===== config.mk =====
export PLATFORM = sky130hd
export DESIGN_NAME = pll_level_sequencer
export DESIGN_NICKNAME = d
export VERILOG_FILES = /design/src/rtl/pls_pkg.sv /design/src/rtl/pls_level_table.sv /design/src/rtl/pls_wait_timer.sv /design/src/rtl/pll_level_sequencer.sv
export SDC_FILE = /design/constraint.sdc
export NUM_CORES = 1
export LEC_CHECK = 0
export BUFFER_PORTS_ARGS = -buffer_cell sky130_fd_sc_hd__buf_4
export CAP_MARGIN = 15
export CORE_UTILIZATION = 45
export CTS_CLUSTER_DIAMETER = 30
export DETAILED_ROUTE_END_ITERATION = 10
export GPL_ROUTABILITY_DRIVEN = 1
export PLACE_DENSITY = 0.77
export SYNTH_ARGS = -nofsm -noshare
export SYNTH_HDL_FRONTEND = slang
export SYNTH_HIERARCHICAL = 1
export SYNTH_SLANG_ARGS = --single-unit

===== constraint.sdc =====
create_clock -name clk -period 4.98 [get_ports clk]
set_input_delay 0.747 -clock clk [delete_from_list [all_inputs] [get_ports clk]]
set_output_delay 0.747 -clock clk [all_outputs]
set_load 0.02 [all_outputs]

===== src/rtl/pls_pkg.sv =====
package pls_pkg;
    localparam int unsigned LVL_W = 3;
    localparam int unsigned CFG_W = 32;
    localparam int unsigned DIV1_W = 8;

    localparam logic [CFG_W-1:0]  DIV0_BUSY_MASK = 32'h0111_1111;
    localparam logic [DIV1_W-1:0] DIV1_BUSY_MASK = 8'h11;
    localparam logic [CFG_W-1:0]  PLL_MPS_MASK   = 32'h03FF_3F07;
    localparam logic [CFG_W-1:0]  PLL_S_MASK     = 32'h0000_0007;

    typedef enum logic [3:0] {
        ST_IDLE, ST_DIV0_WR, ST_DIV0_WAIT, ST_DIV1_WR, ST_DIV1_WAIT,
        ST_S_WR, ST_PARK, ST_LOCK_LD, ST_PMS_WR, ST_LOCK_WAIT,
        ST_UNPARK, ST_DONE
    } seq_state_e;

    typedef struct packed {
        logic [9:0]        m;
        logic [5:0]        p;
        logic [2:0]        s;
        logic [CFG_W-1:0]  div0;
        logic [DIV1_W-1:0] div1;
    } level_cfg_t;

    // seven 3-bit divider fields, field k at bits 4k+2:4k
    function automatic logic [CFG_W-1:0] pack_div0(
        input logic [2:0] f0, input logic [2:0] f1, input logic [2:0] f2,
        input logic [2:0] f3, input logic [2:0] f4, input logic [2:0] f5,
        input logic [2:0] f6);
        return {5'b0, f6, 1'b0, f5, 1'b0, f4, 1'b0, f3,
                1'b0, f2, 1'b0, f1, 1'b0, f0};
    endfunction

    function automatic logic [DIV1_W-1:0] pack_div1(input logic [2:0] hi,
                                                    input logic [2:0] lo);
        return {1'b0, hi, 1'b0, lo};
    endfunction
endpackage


===== src/rtl/pls_level_table.sv =====
module pls_level_table
    import pls_pkg::*;
(
    input  logic [LVL_W-1:0] lvl,
    output level_cfg_t       cfg
);
    always_comb begin
        unique case (lvl)
            3'd0: cfg = '{m: 10'd150, p: 6'd3, s: 3'd1,
                          div0: pack_div0(3'd0, 3'd3, 3'd7, 3'd3, 3'd4, 3'd1, 3'd7),
                          div1: pack_div1(3'd5, 3'd0)};
            3'd1: cfg = '{m: 10'd250, p: 6'd6, s: 3'd1,
                          div0: pack_div0(3'd0, 3'd3, 3'd7, 3'd3, 3'd4, 3'd1, 3'd7),
                          div1: pack_div1(3'd5, 3'd0)};
            3'd2: cfg = '{m: 10'd200, p: 6'd6, s: 3'd1,
                          div0: pack_div0(3'd0, 3'd3, 3'd7, 3'd3, 3'd3, 3'd1, 3'd7),
                          div1: pack_div1(3'd5, 3'd0)};
            3'd3: cfg = '{m: 10'd250, p: 6'd6, s: 3'd2,
                          div0: pack_div0(3'd0, 3'd3, 3'd7, 3'd3, 3'd3, 3'd1, 3'd7),
                          div1: pack_div1(3'd5, 3'd0)};
            default: cfg = '{m: 10'd200, p: 6'd6, s: 3'd3,
                          div0: pack_div0(3'd0, 3'd1, 3'd3, 3'd1, 3'd3, 3'd1, 3'd0),
                          div1: pack_div1(3'd3, 3'd0)};
        endcase
    end
endmodule


===== src/rtl/pls_wait_timer.sv =====
module pls_wait_timer #(
    parameter int unsigned CNT_W = 16
) (
    input  logic             clk,
    input  logic             rst_n,
    input  logic             clear,
    input  logic [CNT_W-1:0] limit,
    output logic             expired
);
    logic [CNT_W-1:0] cnt_q;

    always_ff @(posedge clk or negedge rst_n) begin
        if (!rst_n)
            cnt_q <= '0;
        else if (clear)
            cnt_q <= '0;
        else if (cnt_q != {CNT_W{1'b1}})
            cnt_q <= cnt_q + 1'b1;
    end

    assign expired = (cnt_q >= limit);
endmodule


===== src/rtl/pll_level_sequencer.sv =====
module pll_level_sequencer
    import pls_pkg::*;
#(
    parameter int unsigned TMO_W       = 16,
    parameter int unsigned LOCK_W      = 16,
    parameter int unsigned LOCK_CYCLES = 270
) (
    input  logic                clk,
    input  logic                rst_n,
    input  logic                req_valid,
    output logic                req_ready,
    input  logic [LVL_W-1:0]    req_from,
    input  logic [LVL_W-1:0]    req_to,
    input  logic [TMO_W-1:0]    tmo_limit,
    output logic                busy,
    output logic                done,
    output logic                err,
    output logic                core_alt,
    input  logic [1:0]          mux_stat,
    output logic                lock_wr,
    output logic [LOCK_W-1:0]   lock_val,
    output logic                pll_wr,
    output logic [CFG_W-1:0]    pll_wr_data,
    input  logic [CFG_W-1:0]    pll_rd,
    input  logic                pll_locked,
    output logic                div0_wr,
    output logic [CFG_W-1:0]    div0_word,
    input  logic [CFG_W-1:0]    div0_stat,
    output logic                div1_wr,
    output logic [DIV1_W-1:0]   div1_word,
    input  logic [DIV1_W-1:0]   div1_stat
);
    localparam logic [1:0] MUX_ON_MAIN = 2'd1;
    localparam logic [1:0] MUX_ON_ALT  = 2'd2;

    seq_state_e state_q, state_d;
    level_cfg_t src_cfg, dst_cfg, dst_q;
    logic       relock_q, div_done_q, pll_done_q, park_q, err_q;
    logic       mp_diff, tmo_hit, to_err, tmr_clear;
    logic [CFG_W-1:0] mps_field;

    pls_level_table u_src (.lvl(req_from), .cfg(src_cfg));
    pls_level_table u_dst (.lvl(req_to),   .cfg(dst_cfg));

    assign mp_diff   = ({src_cfg.m, src_cfg.p} != {dst_cfg.m, dst_cfg.p});
    assign tmr_clear = (state_d != state_q);

    pls_wait_timer #(.CNT_W(TMO_W)) u_tmr (
        .clk(clk), .rst_n(rst_n), .clear(tmr_clear),
        .limit(tmo_limit), .expired(tmo_hit)
    );

    // next-state logic
    always_comb begin
        state_d = state_q;
        to_err  = 1'b0;
        unique case (state_q)
            ST_IDLE: if (req_valid) begin
                if (req_from == req_to)    state_d = ST_DONE;
                else if (req_to < req_from) state_d = ST_DIV0_WR;
                else if (mp_diff)          state_d = ST_PARK;
                else                       state_d = ST_S_WR;
            end
            ST_DIV0_WR: state_d = ST_DIV0_WAIT;
            ST_DIV0_WAIT:
                if ((div0_stat & DIV0_BUSY_MASK) == '0) state_d = ST_DIV1_WR;
                else if (tmo_hit) begin to_err = 1'b1; state_d = ST_IDLE; end
            ST_DIV1_WR: state_d = ST_DIV1_WAIT;
            ST_DIV1_WAIT:
                if ((div1_stat & DIV1_BUSY_MASK) == '0)
                    state_d = pll_done_q ? ST_DONE : (relock_q ? ST_PARK : ST_S_WR);
                else if (tmo_hit) begin to_err = 1'b1; state_d = ST_IDLE; end
            ST_S_WR: state_d = div_done_q ? ST_DONE : ST_DIV0_WR;
            ST_PARK:
                if (mux_stat == MUX_ON_ALT) state_d = ST_LOCK_LD;
                else if (tmo_hit) begin to_err = 1'b1; state_d = ST_IDLE; end
            ST_LOCK_LD: state_d = ST_PMS_WR;
            ST_PMS_WR:  state_d = ST_LOCK_WAIT;
            ST_LOCK_WAIT:
                if (pll_locked) state_d = ST_UNPARK;
                else if (tmo_hit) begin to_err = 1'b1; state_d = ST_IDLE; end
            ST_UNPARK:
                if (mux_stat == MUX_ON_MAIN) state_d = div_done_q ? ST_DONE : ST_DIV0_WR;
                else if (tmo_hit) begin to_err = 1'b1; state_d = ST_IDLE; end
            ST_DONE: state_d = ST_IDLE;
            default: state_d = ST_IDLE;
        endcase
    end

    // state register and request context
    always_ff @(posedge clk or negedge rst_n) begin
        if (!rst_n) begin
            state_q    <= ST_IDLE;
            dst_q      <= '0;
            relock_q   <= 1'b0;
            div_done_q <= 1'b0;
            pll_done_q <= 1'b0;
            park_q     <= 1'b0;
            err_q      <= 1'b0;
        end else begin
            state_q <= state_d;
            if (state_q == ST_IDLE && req_valid) begin
                dst_q      <= dst_cfg;
                relock_q   <= mp_diff;
                div_done_q <= 1'b0;
                pll_done_q <= 1'b0;
                err_q      <= 1'b0;
            end
            if (state_q == ST_DIV1_WR) div_done_q <= 1'b1;
            if (state_q == ST_S_WR || state_q == ST_PMS_WR) pll_done_q <= 1'b1;
            if (state_d == ST_PARK && state_q != ST_PARK) park_q <= 1'b1;
            if (state_d == ST_UNPARK && state_q != ST_UNPARK) park_q <= 1'b0;
            if (to_err) begin
                err_q <= 1'b1;
                if (state_q == ST_PARK || state_q == ST_LOCK_WAIT || state_q == ST_UNPARK)
                    park_q <= 1'b1;
            end
        end
    end

    assign mps_field = {6'b0, dst_q.m, 2'b0, dst_q.p, 5'b0, dst_q.s};

    // outputs
    always_comb begin
        req_ready = (state_q == ST_IDLE);
        busy      = (state_q != ST_IDLE);
        done      = (state_q == ST_DONE);
        err       = err_q;
        core_alt  = park_q;
        lock_wr   = (state_q == ST_LOCK_LD);
        lock_val  = LOCK_W'(LOCK_CYCLES);
        div0_wr   = (state_q == ST_DIV0_WR);
        div0_word = dst_q.div0;
        div1_wr   = (state_q == ST_DIV1_WR);
        div1_word = dst_q.div1;
        pll_wr    = (state_q == ST_S_WR) || (state_q == ST_PMS_WR);
        if (state_q == ST_S_WR)
            pll_wr_data = (pll_rd & ~PLL_S_MASK) | {{(CFG_W-3){1'b0}}, dst_q.s};
        else
            pll_wr_data = (pll_rd & ~PLL_MPS_MASK) | mps_field;
    end

    // an accepted request makes the block busy on the next cycle
    p_accept_busy_r1: assert property (@(posedge clk) disable iff (!rst_n)
        (req_valid && req_ready) |=> busy);
    // completion is a single-cycle pulse
    p_done_pulse_r11: assert property (@(posedge clk) disable iff (!rst_n)
        done |=> !done);
    // multiplier and pre-divider never change while the core runs on the main PLL
    p_mp_hold_r3: assert property (@(posedge clk) disable iff (!rst_n)
        (pll_wr && !core_alt) |-> (pll_wr_data[25:8] == pll_rd[25:8]));
    // the mux returns to the main PLL only after lock was seen
    p_unpark_locked_r7: assert property (@(posedge clk) disable iff (!rst_n)
        $fell(core_alt) |-> $past(pll_locked));
    // second divider word only after first status cleared
    p_div_order_r8: assert property (@(posedge clk) disable iff (!rst_n)
        div1_wr |-> (($past(div0_stat) & DIV0_BUSY_MASK) == '0));
    // an error always lands in idle without a done pulse
    p_err_idle_r10: assert property (@(posedge clk) disable iff (!rst_n)
        $rose(err) |-> (req_ready && !done));
endmodule


==> flow_metrics.tcl, run 1 <==
set metrics [dict create \
    area_growth_syn_to_layout_pct 9.666 \
    cts_buffer_depth 2 \
    postCtsHoldBufs 0 \
    ys_warn_count 6 \
    cts_buffers 9 \
    cts_setup_buffers 0 \
    hold_path.class "in2async" \
    hold_violations 0 \
    place_hpwl_mm 7.862 \
    p_leak_uw 0.003258 \
    grt_util_all_layers_pct 17.08 \
    synthesis.area_um2 5812 \
    fill_cells 1229 \
    grt_max_degree 68 \
    cp-start-kind "primary input" \
    critPathArrivalTime_ns 4.18 \
    grt_first_pass_wirelength_mm 17.78 \
    placed_cells 872 \
    cp_cell_sequence "buf_4 > inv_1 > ha_1 > nand4_1 > o311a_1 > o21ai_0 > a2111oi_0 > a221o_1 > or3_4 > a311o_1 > o21ai_1 > nand3_1 > buf_4 > a211oi_1" \
    crit_slowest_cell "o21ai_0" \
    cts_resized 0 \
    avgSynthCellArea_um2 8.623 \
    drive_above_1_share_pct 27.09 \
    fmax_ghz 0.2540 \
    cts_tree "done" \
    setup-tns-final_ns 0 \
    crit_top_cell "buf_4" \
    grt_overflow 0 \
    outcome "completed" \
    irDropWorstVdd_mv 0.4376 \
    nets 831 \
    finalClockSkew_ns 0.009482 \
    synthesis.instances 674 \
    finalNonFillerCells 888 \
    r2r_slack_ns 1.09 \
    rows 41 \
    drt_pass1_iterations 4 \
    placed_area_um2 6061 \
    via_per_inst 4.678 \
    cpPeakStageDelay_ns 0.65 \
    start_util_pct 46.05 \
    critPathCaptureType "register" \
    fin_crit_sh_pct 79.04 \
    worst_slew_pin_slew_ns 0.9345 \
    holdWs_ns 0.2517 \
    worstPathRequired_ns 5.22 \
    design_area_um2 6374 \
    routed_wl_mm 10.88 \
    core_area_um2 12620 \
    avgRoutedWirePerCell_um 12.25 \
    grt_setup_unrepaired "false" \
    antenna_found_initial 0 \
    grt_pass1_vias 3894 \
    setup_violations 0 \
    max_cap_viol_count 0 \
    die_w_um 115.6 \
    cts.reportedPaths.clkPinSlew_ns 0.07 \
    ant_nets 0 \
    diodes 0 \
    place_congestion 0.8435 \
    post-route-min-period_ns 3.936 \
    cts_htree_levels 3 \
    ios 197 \
    path_class "in2reg" \
    crit_fanout 16 \
    clkSinkCount 84 \
    max-slew-margin-rel_pct 37.64 \
    drt_iter0_drc 177 \
    dieArea_um2 13370 \
    drv_slew 0 \
    power.density_nw_per_um2 536.5 \
    die_height_um 115.6 \
    clk_latency_ns 0.35 \
    num_vias 4154 \
    drc_errors 0 \
    io_buffers 120 \
    clockRootBuffer "clkbuf_16" \
]
-- critical path: cells and delay by family --
kind / cells / cell delay [ns]
buf+inv: 3 / 0.30
compound gates: 7 / 2.26
simple gates: 3 / 0.57
fa+ha+maj: 1 / 0.30
-- layout by cell type (no fill, tap or decap), types with 3 or more instances in the layout --
master       n
nor2b_1      4
nand4_1      7
xnor2_1      4
ha_1        20
nand3_1      8
buf_4      125
nor3_1      10
clkbuf_16    9
inv_1       31
xor2_1      16
or4_1        3
inv_6        4
inv_2        3
nand2_1    155
or3_1        5
a31oi_1      3
dfrtp_1     84
nor4_1       8
o31ai_1      6
mux2_2      32
a21oi_1     19
nor2_1      23
a21o_1       4
a211oi_1     3
o21ai_0      7
nor2_2       3
conb_1      62
nand2b_1     7
-- sequential cells by signal (all words and copies together) (netlist names) --
register	flops
div0_word	32
dst_q	19
u_tmr/cnt_q	16
div1_word	8
state_q	4
core_alt	1
div_done_q	1
err	1
pll_done_q	1
relock_q	1
-- worst paths after layout --
check / from / cells after the start / end
setup / recovery: tmo_limit[6] / 14 / u_tmr/cnt_q[10]
hold / removal: rst_n / 1 / div0_word[2]
setup reg to reg: u_tmr/cnt_q[2] / 13 / u_tmr/cnt_q[10]
hold reg to reg: div0_word[23] / 2 / div0_word[23]
max in group asynchronous: rst_n / 2 / div0_word[31]
min in group clk: div0_word[23] / 2 / div0_word[23]
-- through the flow --
step                utilization [%]  worst slack, ns  total power [µW]
floorplan                         -           0.9255              2440
global placement              48.03           0.7486              2705
detailed placement            48.03           0.6977              2744
CTS                           50.51            1.050              3465
global route                  50.51           0.7931              3659
finish                        50.51            1.044              3419
-- per-layer routing --
metal / vias to the layer above / share of wire (%) / track usage [%]
met5: - / 0 / 0
met4: 0 / 1.5 / 7.179
met3: 13 / 6.6 / 5.439
met2: 123 / 48 / 29.26
met1: 1913 / 44 / 19.73
li1: 2105 / - / -
-- where the power goes --
group | internal [µW] | switching (µW) | total [µW] | leakage (µW)
combinational | 691 | 898 | 1590 | 0.00205
clock | 410 | 293 | 703 | 0.000154
sequential | 943 | 183 | 1130 | 0.00105
total | 2050 | 1370 | 3420 | 0.00326
-- area by class of cell --
class                   count  area (µm²)  share of cell area (%)
repair buffers            125       938.4                   14.72
clock buffers              10       239.0                   3.750
clock inverters             6       73.82                   1.158
flip-flops and latches     84        2102                   32.98
well taps                 172       215.2                   3.377
inverters                  34       127.6                   2.002
multi-input cells         457        2678                   42.01
Note: power is estimated with default switching activity, not from simulation.
==> run 2, diff against run 1 <==
==> constraint.sdc (replaced) <==
create_clock -name clk -period 3.7 [get_ports clk]
set_input_delay 0.555 -clock clk [delete_from_list [all_inputs] [get_ports clk]]
set_output_delay 0.555 -clock clk [all_outputs]
set_load 0.02 [all_outputs]
==> run 2 against run 1 <==
Clock skew decreased by 0.0055 ns. Worst setup slack got worse by 0.73 ns. Flip-flop and latch count stayed put. Sequential power increased by 35%. Die area stayed put. Global-route usage grew 0.96 points. Worst hold slack improved by 0.044 ns. Non-clock buffer count is 5 higher. Routed wire length rose by 3.4%. Register-to-register slack got worse by 0.78 ns. Critical path type is now reg2reg. Critical endpoint is now u_tmr/cnt_q[7]. Largest cell class unchanged.
==> flow_metrics.tcl, run 2 (synthesized netlist as in run 1, its figures left out) <==
set metrics [dict create \
    diodes 0 \
    ant_nets 0 \
    final_common_cell "nand2_1" \
    p_sw_uw 1845 \
    seq_power_share_pct 32.6 \
    placed_area_um2 6102 \
    cts_htree_levels 3 \
    path_class "reg2reg" \
    cts_tree "done" \
    power.total_uw 4663 \
    nets 836 \
    finish.utilization_pct 50.89 \
    via_per_inst 4.746 \
    drv_slew 0 \
    rows 41 \
    max-slew-margin-rel_pct 36.00 \
    die_w_um 115.6 \
    grt_first_pass_wirelength_mm 18.64 \
    clockPowerShare_pct 20.5 \
    largest_register_ffs 32 \
    drt_pass1_iterations 4 \
    grt_pass1_vias 4040 \
    drt_iter0_drc 141 \
    place_congestion 0.8673 \
    clockRootBuffer "clkbuf_16" \
    dieArea_um2 13370 \
    antenna_found_initial 0 \
    core_area_um2 12620 \
    power.density_nw_per_um2 726.0 \
    finalClockSkew_ns 0.003990 \
    cts.reportedPaths.clkPinSlew_ns 0.06 \
    drc_errors 0 \
    cp-start-kind "register" \
    postCtsHoldBufs 0 \
    fill_cells 1233 \
    grt_setup_unrepaired "false" \
    comb_power_share_pct 46.8 \
    fmax_ghz 0.2950 \
    cts_buffer_depth 2 \
    grt_util_all_layers_pct 18.04 \
    critPathArrivalTime_ns 3.65 \
    holdWs_ns 0.2953 \
    layout_common_cells "nand2_1 (155), buf_4 (130), dfrtp_1 (84), conb_1 (62), mux2_2 (32)" \
    avgRoutedWirePerCell_um 12.61 \
    clkSinkCount 84 \
    setup-tns-final_ns 0 \
    p_sw_share_pct 39.57 \
    max_cap_viol_count 0 \
    worst_slew_pin_slew_ns 0.9589 \
    die_height_um 115.6 \
    irDropWorstVdd_mv 0.4441 \
    clk_latency_ns 0.35 \
    ios 197 \
    place_hpwl_mm 8.263 \
    hold_path.class "in2async" \
    outcome "completed" \
    area_growth_syn_to_layout_pct 10.51 \
    setup_violations 0 \
    p_leak_uw 0.003279 \
    intPower_uw 2818 \
    crit_fanout 9 \
    io_buffers 120 \
    drive_above_1_share_pct 27.78 \
    cts_resized 0 \
    routed_wl_mm 11.25 \
    cts_buffers 9 \
    post-route-min-period_ns 3.389 \
    critPathCaptureType "register" \
    start_util_pct 46.05 \
    cts_setup_buffers 0 \
    grt_overflow 0 \
    fin_crit_sh_pct 91.60 \
    worstPathRequired_ns 3.96 \
    grt_max_degree 64 \
    design_area_um2 6422 \
    hold_violations 0 \
    num_vias 4233 \
]
[run 2: cell count changes in the layout (fill, tap and decap cells not counted), sizes merged]
cell	change
inv	-3
clkinvlp	+2
buf	+5
bufinv	+1
clkbuf	-1
[run 2: metrics by stage]
step / std cells / worst slack [ns]
final: 892 / 0.3107
after global routing: 892 / 0.005551
after CTS: 892 / 0.2551
after detailed placement: 877 / 0.07290
after global placement: 877 / 0.1195
after floorplan: 730 / 0.05338
[run 2: area by class of cell]
| class | instances | area [µm²] | share of cell area, % |
|---|---|---|---|
| clock buffers | 9 | 225.2 | 3.507 |
| clock inverters | 6 | 88.84 | 1.383 |
| inverters | 34 | 127.6 | 1.987 |
| multi-input cells | 457 | 2688 | 41.85 |
| flip-flops and latches | 84 | 2102 | 32.73 |
| well taps | 172 | 215.2 | 3.351 |
| repair buffers | 130 | 975.9 | 15.20 |
[run 2: worst paths after layout]
path | startpoint | endpoint | slack (ns) | cells after the start
min | rst_n | div0_word[30] | 0.30 | 1
max in group asynchronous | rst_n | div0_word[14] | 2.68 | 2
max | u_tmr/cnt_q[6] | u_tmr/cnt_q[7] | 0.31 | 12
min reg2reg | div1_word[0] | div1_word[0] | 0.48 | 2
min in group clk | pll_locked | core_alt | 0.42 | 2
max reg2reg | u_tmr/cnt_q[6] | u_tmr/cnt_q[7] | 0.31 | 12
[run 2: layer usage]
metal	up-vias	routed length (µm)	track usage [%]
li1	2122	-	-
met1	1971	4746	20.65
met2	126	5518	31.34
met3	14	832	6.328
met4	0	155	6.154
met5	-	0	0
[run 2: power groups by stage]
| stage | clock (µW) | sequential [µW] | combinational (µW) |
|---|---|---|---|
| detailed placement | 0 | 1530 | 2200 |
| floorplan | 0 | 1430 | 1850 |
| global placement | 0 | 1520 | 2150 |
| global route | 1020 | 1570 | 2400 |
| CTS | 987 | 1520 | 2210 |
| finish | 958 | 1520 | 2180 |
[run 2: critical path, stage by stage (launching register included)]
cell       delay, ns
dfrtp_1         0.43
ha_1            0.33
nand4_1         0.10
o311a_1         0.38
o21ai_2         0.25
a2111oi_0       0.15
a221o_1         0.31
or3_4           0.39
a311o_1         0.33
o21ai_1         0.12
nand3_1         0.14
buf_4           0.20
nor3_1          0.18
==> run 3, diff against run 2 <==
==> constraint.sdc (replaced) <==
create_clock -name clk -period 3.7 [get_ports clk]
set_input_delay 0.37 -clock clk [delete_from_list [all_inputs] [get_ports clk]]
set_output_delay 0.37 -clock clk [all_outputs]
set_load 0.02 [all_outputs]
==> run 3 against run 2 <==
Power decreased by 1.0%. Utilization decreased by 0.15 points. Global-route usage fell by 0.99 points. Largest cell class unchanged. Largest power group unchanged.
==> flow_metrics.tcl, run 3 (synthesized netlist as in run 1, its figures left out) <==
set metrics [dict create \
    dieArea_um2 13370 \
    antenna_found_initial 0 \
    holdWs_ns 0.1383 \
    routed_wl_mm 10.92 \
    wl_met1_mm 4.897 \
    via_per_inst 4.646 \
    drc_errors 0 \
    power.density_nw_per_um2 720.9 \
    critPathArrivalTime_ns 3.62 \
    cts_setup_buffers 0 \
    avgRoutedWirePerCell_um 12.28 \
    drive_above_1_share_pct 27.34 \
    drv_slew 0 \
    ios 197 \
    wl_met3_um 712 \
    setup-tns-final_ns 0 \
    grt_overflow 0 \
    cts_tree "done" \
    num_vias 4130 \
    drt_iter0_drc 193 \
    grt_first_pass_wirelength_mm 17.95 \
    critPathCaptureType "register" \
    cts.reportedPaths.clkPinSlew_ns 0.06 \
    worstPathRequired_ns 3.94 \
    p_leak_uw 0.003271 \
    max-slew-margin-rel_pct 35.87 \
    finalClockSkew_ns 0.008330 \
    outcome "completed" \
    start_util_pct 46.05 \
    grt_pass1_vias 3805 \
    cts_buffer_depth 2 \
    max_cap_viol_count 0 \
    rows 41 \
    core_area_um2 12620 \
    area_growth_syn_to_layout_pct 10.18 \
    drt_pass1_iterations 5 \
    grt_setup_unrepaired "false" \
    die_height_um 115.6 \
    fin_crit_sh_pct 91.36 \
    irDropWorstVdd_mv 0.4127 \
    post-route-min-period_ns 3.380 \
    crit_fanout 16 \
    clockRootBuffer "clkbuf_16" \
    ant_nets 0 \
    dr_wl_met2_mm 5.223 \
    setup_violations 0 \
    place_hpwl_mm 7.892 \
    dr.max_layer_used "met4" \
    clk_latency_ns 0.34 \
    grt_util_all_layers_pct 17.05 \
    die_w_um 115.6 \
    cts_buffers 9 \
    nets 833 \
    grt_max_degree 69 \
    largest_register_ffs 32 \
    cts_htree_levels 3 \
    io_buffers 120 \
    clkSinkCount 84 \
    final_common_cell "nand2_1" \
    fill_cells 1216 \
    hold_path.class "in2async" \
    worst_slew_pin_slew_ns 0.9609 \
    fmax_ghz 0.2958 \
    diodes 0 \
    layout_common_cells "nand2_1 (155), buf_4 (127), dfrtp_1 (84), conb_1 (62), mux2_2 (32)" \
    path_class "reg2reg" \
    cp-start-kind "register" \
    hold_violations 0 \
    place_congestion 0.8552 \
]
run 3: metrics by stage:
step / setup slack, ns / utilization [%] / area (µm²) / instances / power, µW
6_report: 0.3199 / 50.74 / 6404 / 889 / 4616
2_1_floorplan: 0.1351 / - / 6022 / 730 / 3284
5_1_grt: 0.01007 / 50.74 / 6404 / 889 / 4938
4_1_cts: 0.1779 / 50.71 / 6400 / 889 / 4680
3_3_place_gp: 0.2410 / 48.15 / 6076 / 874 / 3645
3_5_place_dp: 0.2087 / 48.15 / 6076 / 874 / 3690
run 3: worst paths after layout:
path | from | to | slack (ns) | depth (start not counted)
max reg2reg | u_tmr/cnt_q[0] | u_tmr/cnt_q[14] | 0.32 | 14
max | u_tmr/cnt_q[0] | u_tmr/cnt_q[14] | 0.32 | 14
max in group asynchronous | rst_n | dst_q[51] | 2.78 | 2
min reg2reg | div0_word[18] | div0_word[18] | 0.47 | 2
min | rst_n | div1_word[6] | 0.14 | 1
min in group clk | pll_locked | core_alt | 0.25 | 2
run 3: repair_timing:
action | 4_1_cts | 5_1_grt
gates resized for setup | 0 | 1
endpoints found under the setup margin | 0 | 5
hold buffers | 0 | 0
run 3: area by class of cell:
cell class	count	area [µm²]	share of cell area, %
multi-input combinational	457	2681	41.87
tap	172	215.2	3.361
timing repair buffer	127	953.4	14.89
clock inverter	5	85.08	1.329
sequential	84	2102	32.83
clock buffer	10	239.0	3.732
inverter	34	127.6	1.993
run 3: worst max-delay path: stages, from the launching register on:
cell and delay, ns:
dfrtp_1 0.39, inv_1 0.10, ha_1 0.27, nand2b_1 0.08, a2111oi_0 0.08, o311a_1 0.33, o21ai_2 0.24, a2111oi_0 0.16
a221o_1 0.32, or3_4 0.39, a311o_1 0.32, o21ai_1 0.12, nand3_1 0.08, buf_4 0.20, a311oi_1 0.19
run 3: where the power goes:
part	switching (µW)	internal, µW
clock	358	609
combinational	1200	930
sequential	247	1270
total	1810	2810
run 3: per-layer routing:
layer	vias to the layer above	global-route usage (%)
met4	0	5.043
met2	101	27.11
met1	1910	22.59
li1	2113	-
met5	-	0
met3	6	4.916
